<file path="src/rtl/smb_cfg_pkg.sv">
package smb_cfg_pkg;

  typedef enum logic [2:0] {
    ST_IDLE,
    ST_ADDR,
    ST_CMD,
    ST_CNT,
    ST_WDATA,
    ST_TX
  } smb_state_e;

  // power-up contents of register idx
  function automatic logic [7:0] reg_default(int unsigned idx);
    return 8'hA0 ^ 8'(idx);
  endfunction

endpackage

</file>
<file path="src/rtl/smb_line_filter.sv">
module smb_line_filter #(
  parameter int unsigned FILT_LEN = 3
) (
  input  logic clk,
  input  logic rst_n,
  input  logic raw_i,
  output logic filt_o
);
  localparam int unsigned CW = $clog2(FILT_LEN + 1);

  logic [1:0]    sync_q;
  logic          filt_q, filt_n;
  logic [CW-1:0] cnt_q, cnt_n;

  always_comb begin
    filt_n = filt_q;
    cnt_n  = cnt_q;
    if (sync_q[1] == filt_q) begin
      cnt_n = '0;
    end else if (cnt_q == CW'(FILT_LEN - 1)) begin
      filt_n = sync_q[1];
      cnt_n  = '0;
    end else begin
      cnt_n = cnt_q + CW'(1);
    end
  end

  always_ff @(posedge clk or negedge rst_n) begin
    if (!rst_n) begin
      sync_q <= 2'b11;
      filt_q <= 1'b1;
      cnt_q  <= '0;
    end else begin
      sync_q <= {sync_q[0], raw_i};
      filt_q <= filt_n;
      cnt_q  <= cnt_n;
    end
  end

  assign filt_o = filt_q;

  // the filtered line flips only after the synchronized input has disagreed with it
  a_r9_filter_settle: assert property (@(posedge clk) disable iff (!rst_n)
    !$stable(filt_q) |-> $past(sync_q[1]) == filt_q);

endmodule

</file>
<file path="src/rtl/smb_bus_events.sv">
module smb_bus_events (
  input  logic clk,
  input  logic rst_n,
  input  logic scl_f,
  input  logic sda_f,
  output logic ev_rise,
  output logic ev_fall,
  output logic ev_start,
  output logic ev_stop
);
  logic scl_p, sda_p;

  always_ff @(posedge clk or negedge rst_n) begin
    if (!rst_n) begin
      scl_p <= 1'b1;
      sda_p <= 1'b1;
    end else begin
      scl_p <= scl_f;
      sda_p <= sda_f;
    end
  end

  assign ev_rise  = scl_f & ~scl_p;
  assign ev_fall  = ~scl_f & scl_p;
  assign ev_start = scl_f & scl_p & sda_p & ~sda_f;
  assign ev_stop  = scl_f & scl_p & ~sda_p & sda_f;

endmodule

</file>
<file path="src/rtl/smb_reg_bank.sv">
module smb_reg_bank #(
  parameter int unsigned NREG = 32,
  localparam int unsigned AW = $clog2(NREG)
) (
  input  logic            clk,
  input  logic            rst_n,
  input  logic            wr_en,
  input  logic [AW-1:0]   wr_addr,
  input  logic [7:0]      wr_data,
  input  logic [AW-1:0]   rd_addr,
  output logic [7:0]      rd_data,
  output logic [NREG*8-1:0] flat_o
);
  import smb_cfg_pkg::*;

  logic [7:0] mem_q [NREG];

  genvar g;
  generate
    for (g = 0; g < NREG; g++) begin : g_reg
      always_ff @(posedge clk or negedge rst_n) begin
        if (!rst_n) begin
          mem_q[g] <= reg_default(g);
        end else if (wr_en && (wr_addr == AW'(g))) begin
          mem_q[g] <= wr_data;
        end
      end
      assign flat_o[g*8 +: 8] = mem_q[g];
    end
  endgenerate

  assign rd_data = mem_q[rd_addr];

endmodule

</file>
<file path="src/rtl/smb_proto_engine.sv">
module smb_proto_engine #(
  parameter int unsigned NREG     = 32,
  parameter logic [6:0]  DEV_ADDR = 7'h69,
  localparam int unsigned AW = $clog2(NREG),
  localparam int unsigned RW = $clog2(NREG + 1)
) (
  input  logic          clk,
  input  logic          rst_n,
  input  logic          scl_f,
  input  logic          sda_f,
  input  logic          ev_rise,
  input  logic          ev_fall,
  input  logic          ev_start,
  input  logic          ev_stop,
  input  logic [7:0]    rd_data,
  output logic [AW-1:0] rd_addr,
  output logic          wr_en,
  output logic [AW-1:0] wr_addr,
  output logic [7:0]    wr_data,
  output logic          sda_oe
);
  import smb_cfg_pkg::*;

  localparam logic [7:0] NREG_B = 8'(NREG);

  smb_state_e    state_q, state_n;
  logic [3:0]    bitcnt_q, bitcnt_n;
  logic [7:0]    shreg_q, shreg_n;
  logic [7:0]    tx_q, tx_n;
  logic          in_ack_q, in_ack_n;
  logic          drive_q, drive_n;
  logic [AW-1:0] ptr_q, ptr_n;
  logic [RW-1:0] remain_q, remain_n;
  logic          cmd_ok_q, cmd_ok_n;
  logic          blk_q, blk_n;
  logic          rw_q, rw_n;
  logic          mack_q, mack_n;
  logic [7:0]    ld_byte;

  assign rd_addr = ptr_q;
  assign wr_addr = ptr_q;
  assign wr_data = shreg_q;
  assign sda_oe  = drive_q;

  // next-state logic
  always_comb begin
    state_n  = state_q;
    bitcnt_n = bitcnt_q;
    shreg_n  = shreg_q;
    tx_n     = tx_q;
    in_ack_n = in_ack_q;
    drive_n  = drive_q;
    ptr_n    = ptr_q;
    remain_n = remain_q;
    cmd_ok_n = cmd_ok_q;
    blk_n    = blk_q;
    rw_n     = rw_q;
    mack_n   = mack_q;
    wr_en    = 1'b0;
    ld_byte  = rd_data;

    if (ev_stop) begin
      state_n  = ST_IDLE;
      drive_n  = 1'b0;
      in_ack_n = 1'b0;
      cmd_ok_n = 1'b0;
    end else if (ev_start) begin
      state_n  = ST_ADDR;
      bitcnt_n = '0;
      in_ack_n = 1'b0;
      drive_n  = 1'b0;
    end else if (state_q != ST_IDLE) begin
      if (ev_rise) begin
        if (in_ack_q) begin
          if (state_q == ST_TX) mack_n = ~sda_f;
        end else begin
          bitcnt_n = bitcnt_q + 4'd1;
          if (state_q != ST_TX) shreg_n = {shreg_q[6:0], sda_f};
        end
      end
      if (ev_fall) begin
        if (in_ack_q) begin
          // end of the acknowledge clock
          in_ack_n = 1'b0;
          drive_n  = 1'b0;
          bitcnt_n = '0;
          case (state_q)
            ST_ADDR: begin
              if (rw_q) begin
                state_n = ST_TX;
                if (blk_q) begin
                  ld_byte = NREG_B;           // count byte first
                end else begin
                  ptr_n = ptr_q + AW'(1);
                end
                drive_n = ~ld_byte[7];
                tx_n    = {ld_byte[6:0], 1'b0};
              end else begin
                state_n = ST_CMD;
              end
            end
            ST_CMD:  state_n = blk_q ? ST_CNT : ST_WDATA;
            ST_CNT:  state_n = ST_WDATA;
            ST_TX: begin
              if (mack_q) begin
                ptr_n   = ptr_q + AW'(1);
                drive_n = ~ld_byte[7];
                tx_n    = {ld_byte[6:0], 1'b0};
              end else begin
                state_n = ST_IDLE;
              end
            end
            default: ;
          endcase
        end else if (bitcnt_q == 4'd8) begin
          bitcnt_n = '0;
          in_ack_n = 1'b1;
          drive_n  = 1'b0;
          case (state_q)
            ST_ADDR: begin
              rw_n = shreg_q[0];

              if (shreg_q[7:1] == DEV_ADDR && (!shreg_q[0] || cmd_ok_q)) begin
                drive_n = 1'b1;
              end else begin
                state_n  = ST_IDLE;
                in_ack_n = 1'b0;
              end
            end
            ST_CMD: begin
              // chip-select field and block offset checks
              if (shreg_q[6:5] == 2'b00 && (shreg_q[7] || shreg_q[4:0] == 5'd0)) begin
                drive_n  = 1'b1;
                cmd_ok_n = 1'b1;
                blk_n    = ~shreg_q[7];
                ptr_n    = shreg_q[7] ? AW'(shreg_q[4:0]) : '0;
                remain_n = RW'(1);
              end else begin
                state_n  = ST_IDLE;
                in_ack_n = 1'b0;
                cmd_ok_n = 1'b0;
              end
            end
            ST_CNT: begin
              drive_n  = 1'b1;
              remain_n = (shreg_q > NREG_B) ? RW'(NREG) : RW'(shreg_q);
            end
            ST_WDATA: begin
              if (remain_q != '0) begin
                drive_n  = 1'b1;
                wr_en    = 1'b1;
                ptr_n    = ptr_q + AW'(1);
                remain_n = remain_q - RW'(1);
              end
            end
            default: ;  // ST_TX: release for the master's acknowledge
          endcase
        end else if (state_q == ST_TX && bitcnt_q != 4'd0) begin
          drive_n = ~tx_q[7];
          tx_n    = {tx_q[6:0], 1'b0};
        end
      end
    end
  end

  // state registers
  always_ff @(posedge clk or negedge rst_n) begin
    if (!rst_n) begin
      state_q  <= ST_IDLE;
      bitcnt_q <= '0;
      shreg_q  <= '0;
      tx_q     <= '0;
      in_ack_q <= 1'b0;
      drive_q  <= 1'b0;
      ptr_q    <= '0;
      remain_q <= '0;
      cmd_ok_q <= 1'b0;
      blk_q    <= 1'b0;
      rw_q     <= 1'b0;
      mack_q   <= 1'b0;
    end else begin
      state_q  <= state_n;
      bitcnt_q <= bitcnt_n;
      shreg_q  <= shreg_n;
      tx_q     <= tx_n;
      in_ack_q <= in_ack_n;
      drive_q  <= drive_n;
      ptr_q    <= ptr_n;
      remain_q <= remain_n;
      cmd_ok_q <= cmd_ok_n;
      blk_q    <= blk_n;
      rw_q     <= rw_n;
      mack_q   <= mack_n;
    end
  end

  // drive changes only with the clock line low, or on a bus condition
  a_r9_drive_scl_low: assert property (@(posedge clk) disable iff (!rst_n)
    !$stable(drive_q) |-> (!scl_f || $past(ev_start || ev_stop)));

  // data is never sent without an accepted command
  a_r10_tx_needs_cmd: assert property (@(posedge clk) disable iff (!rst_n)
    (state_q == ST_TX) |-> cmd_ok_q);

  // the write allowance never exceeds the bank size
  a_r4_no_overflow: assert property (@(posedge clk) disable iff (!rst_n)
    remain_q <= RW'(NREG));

  // every stored byte is acknowledged on the line
  a_r2_store_acked: assert property (@(posedge clk) disable iff (!rst_n)
    wr_en |=> drive_q);

endmodule

</file>
<file path="src/rtl/cfg_smbus_slave.sv">
module cfg_smbus_slave #(
  parameter int unsigned NREG     = 32,
  parameter logic [6:0]  DEV_ADDR = 7'h69,
  parameter int unsigned FILT_LEN = 3
) (
  input  logic             clk,
  input  logic             rst_n,
  input  logic             scl_i,
  input  logic             sda_i,
  output logic             sda_oe,
  output logic [NREG*8-1:0] cfg_o
);
  localparam int unsigned AW = $clog2(NREG);

  logic          rst_meta, rst_s;
  logic [1:0]    raw_w, filt_w;
  logic          ev_rise, ev_fall, ev_start, ev_stop;
  logic          wr_en;
  logic [AW-1:0] wr_addr, rd_addr;
  logic [7:0]    wr_data, rd_data;

  // asynchronous assert, synchronous release
  always_ff @(posedge clk or negedge rst_n) begin
    if (!rst_n) begin
      rst_meta <= 1'b0;
      rst_s    <= 1'b0;
    end else begin
      rst_meta <= 1'b1;
      rst_s    <= rst_meta;
    end
  end

  assign raw_w = {scl_i, sda_i};

  genvar g;
  generate
    for (g = 0; g < 2; g++) begin : g_line
      smb_line_filter #(.FILT_LEN(FILT_LEN)) u_filt (
        .clk    (clk),
        .rst_n  (rst_s),
        .raw_i  (raw_w[g]),
        .filt_o (filt_w[g])
      );
    end
  endgenerate

  smb_bus_events u_ev (
    .clk      (clk),
    .rst_n    (rst_s),
    .scl_f    (filt_w[1]),
    .sda_f    (filt_w[0]),
    .ev_rise  (ev_rise),
    .ev_fall  (ev_fall),
    .ev_start (ev_start),
    .ev_stop  (ev_stop)
  );

  smb_proto_engine #(.NREG(NREG), .DEV_ADDR(DEV_ADDR)) u_eng (
    .clk      (clk),
    .rst_n    (rst_s),
    .scl_f    (filt_w[1]),
    .sda_f    (filt_w[0]),
    .ev_rise  (ev_rise),
    .ev_fall  (ev_fall),
    .ev_start (ev_start),
    .ev_stop  (ev_stop),
    .rd_data  (rd_data),
    .rd_addr  (rd_addr),
    .wr_en    (wr_en),
    .wr_addr  (wr_addr),
    .wr_data  (wr_data),
    .sda_oe   (sda_oe)
  );

  smb_reg_bank #(.NREG(NREG)) u_bank (
    .clk     (clk),
    .rst_n   (rst_s),
    .wr_en   (wr_en),
    .wr_addr (wr_addr),
    .wr_data (wr_data),
    .rd_addr (rd_addr),
    .rd_data (rd_data),
    .flat_o  (cfg_o)
  );

endmodule

</file>
<file path="config.mk">
export PLATFORM = sky130hd
export DESIGN_NAME = cfg_smbus_slave
export DESIGN_NICKNAME = d
export VERILOG_FILES = /design/src/rtl/smb_cfg_pkg.sv /design/src/rtl/smb_line_filter.sv /design/src/rtl/smb_bus_events.sv /design/src/rtl/smb_reg_bank.sv /design/src/rtl/smb_proto_engine.sv /design/src/rtl/cfg_smbus_slave.sv
export SDC_FILE = /design/constraint.sdc
export NUM_CORES = 1
export LEC_CHECK = 0
export ABC_AREA = 1
export ABC_CLOCK_PERIOD_IN_PS = 9600
export CELL_PAD_IN_SITES_DETAIL_PLACEMENT = 0
export CELL_PAD_IN_SITES_GLOBAL_PLACEMENT = 1
export CORE_UTILIZATION = 36
export DETAILED_ROUTE_END_ITERATION = 16
export PLACE_DENSITY_LB_ADDON = 0.1
export SLEW_MARGIN = 20
export SYNTH_ARGS = -nofsm -noshare
export SYNTH_HDL_FRONTEND = slang
export SYNTH_SLANG_ARGS = --single-unit
</file>
<file path="constraint.sdc">
create_clock -name clk -period 9.6 [get_ports clk]
set_input_delay 1.44 -clock clk [delete_from_list [all_inputs] [get_ports clk]]
set_output_delay 1.44 -clock clk [all_outputs]
set_load 0.01 [all_outputs]
</file>
Yosys cells after proc, flatten, opt, wreduce, memory -nomap -nowiden
Cells that the tools add are included.

Bits in registers: 310. Word-level logic and storage cells: 302. Input bits: 4. Output and inout port bits: 257.

Add/subtract/negate cells: 5. $lt $le $gt $ge: 2. Reduce and logical (&&, ||, !) cells: 73. Bitwise operators: 21. Muxes and demuxes: 90. Eq/ne operators: 57.

Operators by type and width (number): 8-bit two-way mux (15); 5-bit equality test, second input constant (16); 8-bit binary-select mux with 5-bit select (1); 5-bit by 4-bit equality test with 1-bit output, second input constant (8); 5-bit two-way mux (8); 1-bit logical AND (35); 3-bit two-way mux (11); 1-bit two-way mux (32); 4-bit two-way mux (7); 5-bit by 3-bit equality test with 1-bit output, second input constant (4); 5-bit one-hot mux with 2 select lines (2); 6-bit two-way mux (3); 6-bit one-hot mux with 3 select lines (1); 6-bit AND reduction (3); 9-bit AND reduction (2); 8-bit one-hot mux with 2 select lines (1); 8-bit AND reduction (2); 3-bit inequality test, second input constant (5); 3-bit nonzero test (5); 2-bit nonzero test (7); 1-bit NOT (13); 3-bit one-hot mux with 4 select lines (1); 12-bit AND reduction (1); 6-bit nonzero test (2); other kinds (35) (63).

Longest topological paths before layout
Gate-level depths: netlist of the first run.

Word-level depth: 20. Gate-level depth with buffers: 15. Gate-level depth less buffers: 13.

Cells and area by module
A second synthesis of the first run with hierarchy kept.

Cells, all modules: 1933. Area total of the unflattened synthesis: 15257.1 um^2.

Modules (own cells, without submodules): smb_reg_bank (seq. area each 6586.3 um^2, cells an instance 1506, times used 1, area each 12092.8 um^2); smb_proto_engine (seq. area each 975.9 um^2, cells an instance 369, times used 1, area each 2636.3 um^2); smb_line_filter (seq. area each 128.9 um^2, cells an instance 21, times used 2, area each 190.2 um^2); smb_bus_events (seq. area each 52.6 um^2, cells an instance 13, times used 1, area each 93.8 um^2); cfg_smbus_slave (seq. area each 50.0 um^2, cells an instance 3, times used 1, area each 53.8 um^2).

Worst setup path before layout of the first run
Ideal clock, no wire load.

Path type: reg-to-reg. Start: reg u_eng.ptr_q[0] (netlist: u_eng.rd_addr[0]). End: reg u_bank.mem_q (netlist bit u_bank.flat_o[182]). Cell stages (with the launch flop): 12. Library setup time: 133 ps. Required time: 9467 ps. Buffers on the path: 4. Path slack: 7458 ps. Clock period less this slack: 2142 ps. Arrival time: 2009 ps. Path through: dfrtp_1 -> buf_2 -> inv_2 -> buf_2 -> buf_1 -> ha_1 -> inv_1 -> nor2_1 -> nand2_1 -> buf_2 -> nand2_1 -> o21ai_1.

Word-level cells in the longest chain between the ends: 2.

RTL lines: start, declared (RTL line smb_proto_engine.sv:32) `logic [AW-1:0] ptr_q, ptr_n;`; start signal, assigned (RTL line smb_proto_engine.sv:188) `ptr_q <= ptr_n;`; 5-bit equality test (RTL line smb_reg_bank.sv:24) `end else if (wr_en && (wr_addr == AW'(g))) begin`; 1-bit logical AND (RTL line smb_reg_bank.sv:24); end signal, assigned by index (RTL line smb_reg_bank.sv:23) `mem_q[g] <= reg_default(g);`; end signal, assigned by index (RTL line smb_reg_bank.sv:25) `mem_q[g] <= wr_data;`; end, declared (RTL line smb_reg_bank.sv:16) `logic [7:0] mem_q [NREG];`.

Every way passes these cells. A chain may end at the register's enable or synchronous reset.

Worst setup path after layout of the first run
Start: reg u_eng.ptr_q[0] (netlist: u_eng.rd_addr[0]). End: reg u_eng.tx_q[2].

Word-level cells in the longest chain between the ends: 15. Elaborated cells on any way between the ends: 16. Classes of those cells: 15 x mux; 1 x bitwise.

RTL lines: 5-bit NOT with 6-bit output (implied by the code) * (RTL line smb_reg_bank.sv:32) `assign rd_data = mem_q[rd_addr];`; 8-bit binary-select mux with 5-bit select * (RTL line smb_reg_bank.sv:32); 8-bit two-way mux (implied by the code) * (2 in a row) (RTL line smb_reg_bank.sv:32); 8-bit two-way mux (RTL line smb_proto_engine.sv:91) `if (blk_q) begin`; 8-bit two-way mux (RTL line smb_proto_engine.sv:89) `if (rw_q) begin`; 8-bit two-way mux (RTL line smb_proto_engine.sv:87) `case (state_q)`; 8-bit two-way mux (RTL line smb_proto_engine.sv:82) `if (in_ack_q) begin`; 8-bit two-way mux (RTL line smb_proto_engine.sv:81) `if (ev_fall) begin`; 8-bit two-way mux (RTL line smb_proto_engine.sv:72) `end else if (state_q != ST_IDLE) begin`; 8-bit two-way mux (RTL line smb_proto_engine.sv:67) `end else if (ev_start) begin`; 8-bit two-way mux (RTL line smb_proto_engine.sv:62) `if (ev_stop) begin`; 8-bit two-way mux (RTL line smb_proto_engine.sv:89); 8-bit one-hot mux with 2 select lines * (RTL line smb_proto_engine.sv:87); 8-bit two-way mux * (RTL line smb_proto_engine.sv:82); end signal, assigned (RTL line smb_proto_engine.sv:185) `tx_q <= tx_n;`; end, declared (RTL line smb_proto_engine.sv:29) `logic [7:0] tx_q, tx_n;`.

Mark *: on every way between the ends. The rest lies on a longest branch, timed or not. The select of a mux whose other input is x is not followed.

==> results of run 1 <==
## placed cells by master, fill, tap and decap left out, drive strengths merged
cell type | synthesis | layout
o2111ai | 1 | 1
o2bb2ai | 1 | 1
a21oi | 30 | 30
a31o | 1 | 1
nand3 | 45 | 45
o221ai | 1 | 1
dfrtp | 157 | 157
or2 | 1 | 1
o22ai | 32 | 32
a41oi | 1 | 1
o22a | 1 | 1
nor3 | 8 | 8
clkbuf | 54 | 64
o211ai | 2 | 2
inv | 82 | 83
nand4 | 12 | 12
nor2 | 229 | 229
o31ai | 1 | 1
a21boi | 1 | 1
xnor2 | 3 | 3
clkinv | 5 | 8
nand3b | 3 | 3
clkinvlp | 0 | 1
dfstp | 152 | 152
conb | 1 | 1
o21ai | 415 | 415
xor2 | 4 | 4
nand2 | 501 | 501
ha | 10 | 10
clkdlybuf4s50 | 0 | 260
a31oi | 1 | 1
buf | 56 | 16
a22o | 1 | 1
## kinds of logic (layout without fill, tap and decap cells)
group / Yosys count / in the layout / synth area share
XOR/XNOR: 7 / 7 / 0.00404
adder cells (fa/ha/maj): 10 / 10 / 0.00824
flip-flops: 309 / 309 / 0.522
AO/OA/AOI/OAI: 489 / 489 / 0.181
AND/OR/NAND/NOR: 799 / 799 / 0.221
other: 1 / 1 / 0.000247
buffers and inverters: 197 / 432 / 0.0631
## routing by layer
metal / vias to the layer above / global-route usage
met4: 0 / 0.0808
met2: 424 / 0.396
met3: 91 / 0.0401
met1: 6528 / 0.358
li1: 6377 / -
met5: - / 0
## how the worst max path moves through the flow
stage                                          endpoint                    startpoint  slack (ns)
detailed placement            u_eng.tx_q[7]$_DFFE_PN0P_  u_eng.rd_addr[0]$_DFFE_PN0P_        5.98
floorplan           g_line[0].u_filt.cnt_q[0]$_DFF_PN0_               rst_s$_DFF_PN0_        0.62
global route                  u_eng.tx_q[4]$_DFFE_PN0P_  u_eng.rd_addr[0]$_DFFE_PN0P_        5.68
CTS                           u_eng.tx_q[7]$_DFFE_PN0P_  u_eng.rd_addr[0]$_DFFE_PN0P_        5.95
global placement              u_eng.tx_q[7]$_DFFE_PN0P_  u_eng.rd_addr[0]$_DFFE_PN0P_        6.00
finish                        u_eng.tx_q[2]$_DFFE_PN0P_  u_eng.rd_addr[0]$_DFFE_PN0P_        5.94
## metrics by stage
step	utilization	total power, uW
final	0.465	2960
after CTS	0.465	2990
after detailed placement	0.436	1590
after global routing	0.465	3070
after floorplan	-	1520
after global placement	0.436	1580
## Yosys cell counts, drive strengths merged, types with 2 or more instances
library cell  number
a21oi             30
buf               56
clkbuf            54
clkinv             5
dfrtp            157
dfstp            152
ha                10
inv               82
nand2            501
nand3             45
nand3b             3
nand4             12
nor2             229
nor3               8
o211ai             2
o21ai            415
o22ai             32
xnor2              3
xor2               4
## area by class of cell
type,instances,area share
Sequential cell,309,0.414
Clock inverter,5,0.00163
Timing Repair Buffer,276,0.143
Multi-Input combinational cell,1306,0.329
Inverter,87,0.0172
Clock buffer,64,0.0611
Tap cell,532,0.0347
## flip-flops by register name, indices dropped and copies added (netlist names), 2 cells and up
register              flops
u_bank.flat_o           256
u_eng.wr_data             8
u_eng.tx_q                7
u_eng.remain_q            6
u_eng.rd_addr             5
g_line.u_filt.cnt_q       4
g_line.u_filt.sync_q      4
u_eng.bitcnt_q            4
u_eng.state_q             3
g_line.u_filt.filt_o      2
## worst max-delay path: cells and delay by family, from the launching register on
| family | cells | cell delay (ns) |
|---|---|---|
| and+or+nand+nor | 3 | 0.49 |
| DFF | 1 | 0.90 |
| buffers and inverters | 2 | 1.61 |
| AOI/OAI and AO/OA | 3 | 0.51 |
## power by group
group          internal (uW)  switching, uW
clock network            827            567
logic                   44.0            151
registers               1340           29.1
==> metrics.md, run 1 <==
| Metric | Value |
|---|---|
| Largest net degree at the start of global routing | around 160 |
| Top Metal Used | met4 |
| Seq. cell area | just under 0.008 mm2 |
| CTS root buf | clkbuf_16 |
| HPWL after DPL | about 37,000 um |
| CP arrival | 4.09 ns |
| Hold Violations, Final | 0 |
| Crit-path slowest cell | clkinv_2 |
| Reg2Reg Launch Point | u_eng.rd_addr[0]$_DFFE_PN0P_ |
| Seq/Total Area, Yosys | 0.522 |
| Clock buffer depth | 3 |
| Synthesized area per cell | 8.38 um2 |
| Final worst path period share | 0.381 |
| Met2 wire length | around 25,000 um |
| # setup viols final | 0 |
| Multi-input logic area | approximately 0.0063 mm2 |
| Post-DP Area | roughly 0.018 mm2 |
| Die X | roughly 210 um |
| Clock sink count | a little over 300 |
| First-pass GRT wire length | roughly 83,000 um |
| Cell area after synthesis | ~0.015 mm2 |
| Routed met3 length | about 2800 um |
| Vias in the first global route | 13,000 |
| Fin crit period | about 3.7 ns |
| Setup TNS | 0 ns |
| Clk slew on worst S/H paths | 0.06 ns |
| I/O Pins | approximately 260 |
| WL/cell | roughly 21 um |
| Worst setup EP type | flop |
| GRT Total Usage | 0.253 |
| Worst setup path category | reg2reg |
| Seq cells post-synth | roughly 310 |
| Cells after Synth | around 1,800 |
| Outcome | finished, final reports clean |
| Port Buf Inserts | between 200 and 300 |
| GR Overflow Total | 0 |
| Max-slew violations | 0 |
| Maximum vdd drop | between 0.1 and 0.15 mV |
| CTS H-tree lvls | 2 |
| M1 WL | about 25,000 um |
| YS warnings | 0 |
| Yosys cell types | 45 |
| Placed insts | 2,510 |
| Final clock skew | approximately 0.014 ns |
| Pre-CTS WS | roughly 6.0 ns |
| Critical path peak fanout | between 60 and 70 |
| CP max stage delay | between 0.9 and 1 ns |
| Layout fillers | about 4,100 |
| Final instance area | about 0.019 mm2 |
| Power per cell area | approximately 150 mW/mm2 |
| Cell taking the most area after synthesis | dfstp_2 |
| Drt first-iter violations | 1,067 |
| Synth top area share | 0.263 |
| Slew margin rel. | 0.330 |
| Slew @ Worst Pin | about 1.0 ns |
| Initial antenna violation count | 0 |
| Die area | about 0.043 mm2 |
| Min-delay src | rst_meta$_DFF_PN0_ |
| Final WL | roughly 54,000 um |
| Min-Delay Path Class | reg2reg |
| Post-CTS sizing | 0 |
| Initial core utilization | 0.368 |
| Site Rows | 74 |
| Max-cap violations | 0 |
| Area Overhead vs Synth | 26.2% |
| Via density | 5.20 |
| Die Y | 207 um |
| Drt drc | 0 |
| Post-CTS Setup Inserts | 0 |
| WP data required | 10.04 ns |
| Reg-to-reg critical path endpoint | u_eng.tx_q[2]$_DFFE_PN0P_ |
| Nature of the critical path startpoint | flop |
| CTS Buf Count | 38 |
| Final hold slack | between 0.3 and 0.4 ns |
| Drt first pass iters | 5 |
| Hold depth | 0 |
| Setup repair after global routing missed its margin | false |
| CTS tree | built |
| Ant. Diodes | 0 |
| Mapped Nets | between 1,500 and 2,000 |
| Ys async rst share | 1.00 |
| Leak | just under 0.008 uW |
| Gpl congestion | ~0.9 |
| Placeable Area | around 0.04 mm2 |
| Hold buffer count at cts | 0 |
| Final nets | 2,032 |
| Fmax | between 200 and 300 MHz |
| R2r setup slk | roughly 5.9 ns |
| Routed Antenna Nets | 0 |
| Clock latency on the worst-skew pair | roughly 0.55 ns |
| Endpoint of the worst hold-timing path | rst_s$_DFF_PN0_ |
| Reg2Reg Depth | 8 |
| Via count | ~13,000 |
| Crit-path cells | clkinv_2 -> buf_4 -> o21ai_0 -> a21oi_1 -> nor2_1 -> nand3_1 -> nand3_1 -> a21oi_1 |
| EDFF count, synth | 0 |
| Final worst slack | roughly 5.9 ns |
| Main synth FF type | dfrtp_1 |
| Cell Count, Final, Fillers Out | between 2,000 and 3,000 |
| Synth area leaders | dfstp_2 26%, dfrtp_1 26%, nand2_1 12% |
| Layout cells sized above 1 | 0.163 |
(Power assumes the default switching activity.)
==> run 2, diff against run 1 <==
- ABC_CLOCK_PERIOD_IN_PS: 9600 -> 3200
- clock period: 9.6 -> 3.2 ns (I/O delays scaled with it)
==> metrics.md, run 2 (synthesis results as in run 1) <==
| Metric | Value |
|---|---|
| Reg2Reg Launch Point | u_eng.bitcnt_q[0]$_DFFE_PN0P_ |
| Final WL | 54,100 um (-0.75%) |
| Hold buffer count at cts | 0 (unchanged) |
| Ant. Diodes | 0 (unchanged) |
| Vias in the first global route | 13,100 (+1.2%) |
| Power per cell area | 494 mW/mm2 (+220%) |
| Worst setup EP type | flop |
| CTS H-tree lvls | 2 (unchanged) |
| Crit-path slowest cell | nand2_1 |
| Min-Delay Path Class | in2async |
| Max-cap violations | 0 (unchanged) |
| Initial core utilization | 0.368 (unchanged) |
| # setup viols final | 0 (unchanged) |
| Gate power share | 0.062 (-0.004) |
| Via density | 5.12 (-1.5%) |
| Slew @ Worst Pin | 0.917 ns (-0.0872 ns) |
| Post-CTS sizing | 0 (unchanged) |
| CP arrival | 3.01 ns (-1.08 ns) |
| Initial antenna violation count | 0 (unchanged) |
| Switching pwr | 2310 uW (+210%) |
| HPWL after DPL | 37,500 um (+0.33%) |
| Gpl congestion | 0.845 (-4.2%) |
| CTS tree | built |
| Leak | 0.00814 uW (+3.0%) |
| Final worst path period share | 0.801 (+0.420) |
| Fmax | 390 MHz (+43%) |
| Setup crit end | u_bank.flat_o[3]$_DFFE_PN0P_ |
| Max reg flops | 256 (unchanged) |
| Drt first pass iters | 5 (unchanged) |
| Crit-path cells | inv_1 -> ha_1 -> nand3_1 -> nor2_4 -> nand2_4 -> nor2_8 -> nand2_4 -> nor2_8 -> nand2_1 -> o21ai_0 |
| Routed Antenna Nets | 0 (unchanged) |
| Layout cells sized above 1 | 0.175 (+0.0115) |
| Final instance area | 0.0196 mm2 (+2.4%) |
| Clock latency on the worst-skew pair | 0.56 ns (about the same) |
| Port Buf Inserts | 260 (unchanged) |
| Via count | 13,300 (-1.0%) |
| Clk slew on worst S/H paths | 0.06 ns (about the same) |
| Die X | 207 um (unchanged) |
| Die area | 0.0430 mm2 (unchanged) |
| Clock sink count | 309 (unchanged) |
| Internal power | 7380 uW (+230%) |
| Setup repair after global routing missed its margin | false |
| Largest net degree at the start of global routing | 94 (-42%) |
| Slew margin rel. | 0.389 (+0.0588) |
| Outcome | finished, final reports clean |
| Placeable Area | 0.0412 mm2 (unchanged) |
| Sequential power share | 0.424 (-0.039) |
| Sw Share | 0.238 (-0.0147) |
| Drt first-iter violations | 811 (-24%) |
| Post-CTS Setup Inserts | 0 (unchanged) |
| CTS root buf | clkbuf_16 |
| Crit path buf inv count | 1 (-1) |
| Critical path peak fanout | 16 (-76%) |
| Maximum vdd drop | 0.327 mV (+220%) |
| Clock buffer depth | 3 (unchanged) |
| Instance count on the critical path | 10 (+2) |
| Hold Violations, Final | 0 (unchanged) |
| Max-slew violations | 0 (unchanged) |
| WL/cell | 20.8 um (-1.3%) |
| Worst setup path category | reg2reg |
| Reg-to-reg critical path endpoint | u_bank.flat_o[3]$_DFFE_PN0P_ |
| Fin crit period | 2.56 ns (-1.09 ns) |
| Final clock skew | 0.0237 ns (+0.00927 ns) |
| CP startpoint | u_eng.bitcnt_q[0]$_DFFE_PN0P_ |
| Nature of the critical path startpoint | flop |
| Worst path top cell family by delay | simple AND/OR/NAND/NOR gates |
| Final worst slack | 0.637 ns (-5.31 ns) |
| GRT Total Usage | 0.252 (-0.000977) |
| GR Overflow Total | 0 (unchanged) |
| CTS Buf Count | 38 (unchanged) |
| Die Y | 207 um (unchanged) |
| Final nets | 2,045 (+0.64%) |
| Setup TNS | 0 ns (unchanged) |
| Drt drc | 0 (unchanged) |
| R2r setup slk | 0.64 ns (-5.31 ns) |
| CP max stage delay | 0.42 ns (-0.56 ns) |
| Commonest cells after routing, fill and taps aside | 476 x nand2_1, 260 x clkdlybuf4s50_1, 237 x o21ai_0 |
| Pre-CTS WS | 0.654 ns (-5.32 ns) |
| Post-DP Area | 0.0182 mm2 (+1.1%) |
| I/O Pins | 261 (unchanged) |
| First-pass GRT wire length | 82,800 um (-0.42%) |
| Site Rows | 74 (unchanged) |
| Clock group share of total power | 0.514 (+0.043) |
| WP data required | 3.64 ns (-6.40 ns) |
| Commonest non-fill, non-tap cell in the layout | nand2_1 |
| Reg2Reg Depth | 10 (+2) |
| Area Overhead vs Synth | 29.3% |
## run 2: cell count changes in the layout (fill, tap and decap cells not counted), sizes merged
cell / before / now
buf: 16 / 29
bufinv: 0 / 8
clkbuf: 64 / 55
clkinv: 8 / 11
inv: 83 / 82
## run 2: worst min path at each step
stage               cells after the start                 end               start  slack, ns
floorplan                               0  rst_meta$_DFF_PN0_               rst_n       0.18
global placement                        0     rst_s$_DFF_PN0_  rst_meta$_DFF_PN0_       0.34
detailed placement                      0     rst_s$_DFF_PN0_  rst_meta$_DFF_PN0_       0.34
CTS                                     1     rst_s$_DFF_PN0_               rst_n       0.07
global route                            1     rst_s$_DFF_PN0_               rst_n       0.09
finish                                  1     rst_s$_DFF_PN0_               rst_n        0.1
## run 2: worst reg2reg max path: stages, from the launching register on
cell	delay (ns)
dfrtp_1	0.40
inv_1	0.09
ha_1	0.16
nand3_1	0.14
nor2_4	0.18
nand2_4	0.09
nor2_8	0.14
nand2_4	0.13
nor2_8	0.40
nand2_1	0.42
o21ai_0	0.33
## run 2: power groups by stage
stage / Sequential, uW / Combinational (uW) / Clock [uW]
6_report: 4110 / 604 / 4980
5_1_grt: 4120 / 689 / 5240
4_1_cts: 4110 / 614 / 5080
3_5_place_dp: 4170 / 612 / 0
3_3_place_gp: 4170 / 610 / 0
2_1_floorplan: 4190 / 368 / 0
## run 2: metrics by stage
stage,hold WS (ns),utilization,power [uW],cells
2_1_floorplan,0.184,-,4550,1812
4_1_cts,0.0750,0.476,9810,2593
5_1_grt,0.0927,0.476,10000,2593
3_3_place_gp,0.338,0.441,4780,2523
3_5_place_dp,0.342,0.441,4780,2523
6_report,0.0970,0.476,9690,2593
## run 2: final cells by class
type / instances / area (um2)
clock inverters: 15 / 278
repair buffers: 289 / 2930
fillers: 4008 / 21600
multi-input cells: 1306 / 6300
inverters: 87 / 329
well taps: 532 / 666
clock buffers: 55 / 1190
flip-flops and latches: 309 / 7930
## run 2: layer usage
layer,share of wire,track usage
met1,0.45,0.345
met2,0.45,0.394
met3,0.062,0.0545
met4,0.030,0.0883
met5,0,0
==> run 3, diff against run 2 <==
- ABC_CLOCK_PERIOD_IN_PS: 3200 -> 2100
- clock period: 3.2 -> 2.1 ns (I/O delays scaled with it)
==> metrics.md, run 3 (synthesis results as in run 1) <==
| Metric | Value |
|---|---|
| Placed insts | 2,593 (+2.8%) |
| Layout cells sized above 1 | 0.205 (+0.0304) |
| Clk slew on worst S/H paths | 0.06 ns (about the same) |
| Reg-to-reg critical path endpoint | u_eng.tx_q[3]$_DFFE_PN0P_ |
| Crit path buf inv count | 3 (+2) |
| Critical path peak fanout | 32 (+16) |
| Drt first pass iters | 5 (unchanged) |
| Switching pwr | 3450 uW (+50%) |
| Clock sink count | 309 (unchanged) |
| Internal power | 10,500 uW (+42%) |
| Outcome | finished, final reports clean |
| Min-Delay Path Class | in2reg |
| Site Rows | 74 (unchanged) |
| Hold Violations, Final | 0 (unchanged) |
| Worst setup EP type | flop |
| Die area | 0.0430 mm2 (unchanged) |
| Sequential power share | 0.446 (+0.022) |
| Final worst path period share | 0.965 (+0.164) |
| Layout fillers | 3,969 (-0.97%) |
| Commonest non-fill, non-tap cell in the layout | nand2_1 |
| Reg2Reg Depth | 9 (-1) |
| Gpl congestion | 0.843 (-0.24%) |
| Reg2Reg Launch Point | u_eng.rd_addr[0]$_DFFE_PN0P_ |
| Routed met3 length | 2770 um (-17%) |
| CP startpoint | u_eng.rd_addr[0]$_DFFE_PN0P_ |
| CTS H-tree lvls | 2 (unchanged) |
| Cell Count, Final, Fillers Out | 2,668 (+2.9%) |
| Clock buffer depth | 3 (unchanged) |
| Maximum vdd drop | 0.445 mV (+36%) |
| Clock group share of total power | 0.473 (-0.041) |
| CP max stage delay | 0.47 ns (+0.05 ns) |
| GRT Total Usage | 0.249 (-0.00279) |
| Worst setup path category | reg2reg |
| Area Overhead vs Synth | 33.3% |
| First-pass GRT wire length | 82,400 um (-0.53%) |
| M1 WL | 25,300 um (+3.0%) |
| Leak | 0.00846 uW (+3.9%) |
| Largest net degree at the start of global routing | 88 (-6.4%) |
| CTS Buf Count | 38 (unchanged) |
| Vias in the first global route | 13,000 (-1.0%) |
| CP arrival | 2.46 ns (-0.55 ns) |
| Drt drc | 0 (unchanged) |
| Nature of the critical path startpoint | flop |
| Final nets | 2,120 (+3.7%) |
| Die X | 207 um (unchanged) |
| Slew @ Worst Pin | 0.615 ns (-0.302 ns) |
| GR Overflow Total | 0 (unchanged) |
| I/O Pins | 261 (unchanged) |
| Final WL | 54,000 um (-0.11%) |
| Drt first-iter violations | 968 (+19%) |
| Final instance area | 0.0202 mm2 (+3.1%) |
| Routed Antenna Nets | 0 (unchanged) |
| Slew margin rel. | 0.590 (+0.201) |
| WL/cell | 20.2 um (-2.9%) |
| Gate power share | 0.081 (+0.019) |
| Max-slew violations | 0 (unchanged) |
| Post-DP Area | 0.0188 mm2 (+3.6%) |
| Initial core utilization | 0.368 (unchanged) |
| Max-cap violations | 0 (unchanged) |
| Max reg flops | 256 (unchanged) |
| Via count | 13,700 (+3.0%) |
| Fin crit period | 2.03 ns (-0.536 ns) |
| R2r setup slk | 0.07 ns (-0.56 ns) |
| Top Metal Used | met4 |
| Port Buf Inserts | 260 (unchanged) |
| Commonest cells after routing, fill and taps aside | 475 x nand2_1, 260 x clkdlybuf4s50_1, 235 x o21ai_0 |
| CTS tree | built |
| Fmax | 493 MHz (+26%) |
| Initial antenna violation count | 0 (unchanged) |
| Worst path top cell family by delay | simple AND/OR/NAND/NOR gates |
| Crit-path slowest cell | dfrtp_4 |
| Sw Share | 0.248 (+0.00995) |
| Placeable Area | 0.0412 mm2 (unchanged) |
| Power per cell area | 689 mW/mm2 (+39%) |
| WP data required | 2.53 ns (-1.11 ns) |
| Ant. Diodes | 0 (unchanged) |
| Clock latency on the worst-skew pair | 0.55 ns (about the same) |
| Met2 wire length | 24,800 um (+1.2%) |
| Final clock skew | 0.0143 ns (-0.00947 ns) |
| Crit-path cells | clkinv_2 -> buf_12 -> o21ai_0 -> a21oi_1 -> buf_4 -> nor2_1 -> nand3_1 -> nand3_1 -> a21oi_1 |
| Instance count on the critical path | 9 (-1) |
| HPWL after DPL | 38,100 um (+1.6%) |
| CTS root buf | clkbuf_16 |
| Via density | 5.13 (+0.15%) |
| Setup crit end | u_eng.tx_q[3]$_DFFE_PN0P_ |
| Die Y | 207 um (unchanged) |
| # setup viols final | 0 (unchanged) |
[run 3: cell count changes in the layout (fill, tap and decap cells not counted), sizes merged]
cell,previous run,this run
dlygate4sd3,0,1
bufinv,8,0
clkbuf,55,67
buf,29,102
clkinv,11,7
inv,82,83
[run 3: metrics by stage]
step	setup TNS (ns)	util	worst slack (ns)	total power, uW	hold slack, ns
3_3_place_gp	0	0.456	0.0747	7350	0.193
3_5_place_dp	0	0.456	0.0536	7360	0.192
6_report	0	0.491	0.0729	13900	0.174
2_1_floorplan	-168.67	-	-0.887	6940	0.0194
4_1_cts	0	0.488	0.0292	14000	0.143
5_1_grt	-0.0153	0.491	-0.0125	14500	0.144
[run 3: cell type report]
type | count | area, um2 | area share
tap | 532 | 666 | 0.0329
inverter | 87 | 330 | 0.0163
multi-input combinational | 1306 | 6370 | 0.315
clock inverter | 4 | 22.5 | 0.00111
sequential | 309 | 7930 | 0.392
timing repair buffer | 364 | 3660 | 0.181
clock buffer | 66 | 1250 | 0.0618
[run 3: power groups by stage]
stage               logic (uW)  clock network (uW)  registers [uW]
CTS                       1060                6760            6210
global route              1260                7000            6230
global placement          1050                   0            6300
floorplan                  560                   0            6380
finish                    1120                6600            6220
detailed placement        1050                   0            6310
[run 3: routing by layer]
metal	GRT usage	vias up
met2	0.392	445
li1	-	6567
met1	0.359	6609
met3	0.0366	68
met5	0	-
met4	0.0633	0
[run 3: worst min-delay path by stage]
stage                                from                                   end  slack (ns)  cells past startpoint
after floorplan                     rst_n                    rst_meta$_DFF_PN0_        0.02                      0
after global placement    rst_s$_DFF_PN0_        u_bank.flat_o[142]$_DFFE_PN0P_        0.19                      0
after detailed placement  rst_s$_DFF_PN0_        u_bank.flat_o[142]$_DFFE_PN0P_        0.19                      0
after CTS                           scl_i  g_line[1].u_filt.sync_q[0]$_DFF_PN1_        0.14                      1
after global routing                scl_i  g_line[1].u_filt.sync_q[0]$_DFF_PN1_        0.14                      1
final                               scl_i  g_line[1].u_filt.sync_q[0]$_DFF_PN1_        0.17                      1
[run 3: what timing repair did]
| item | CTS | global route |
|---|---|---|
| setup buffers | 0 | 2 |
| resized for setup | 0 | 26 |
| endpoints found under the hold margin | 2 | 0 |
| hold buffers | 1 | 0 |
| endpoints found under the setup margin | 0 | 119 |
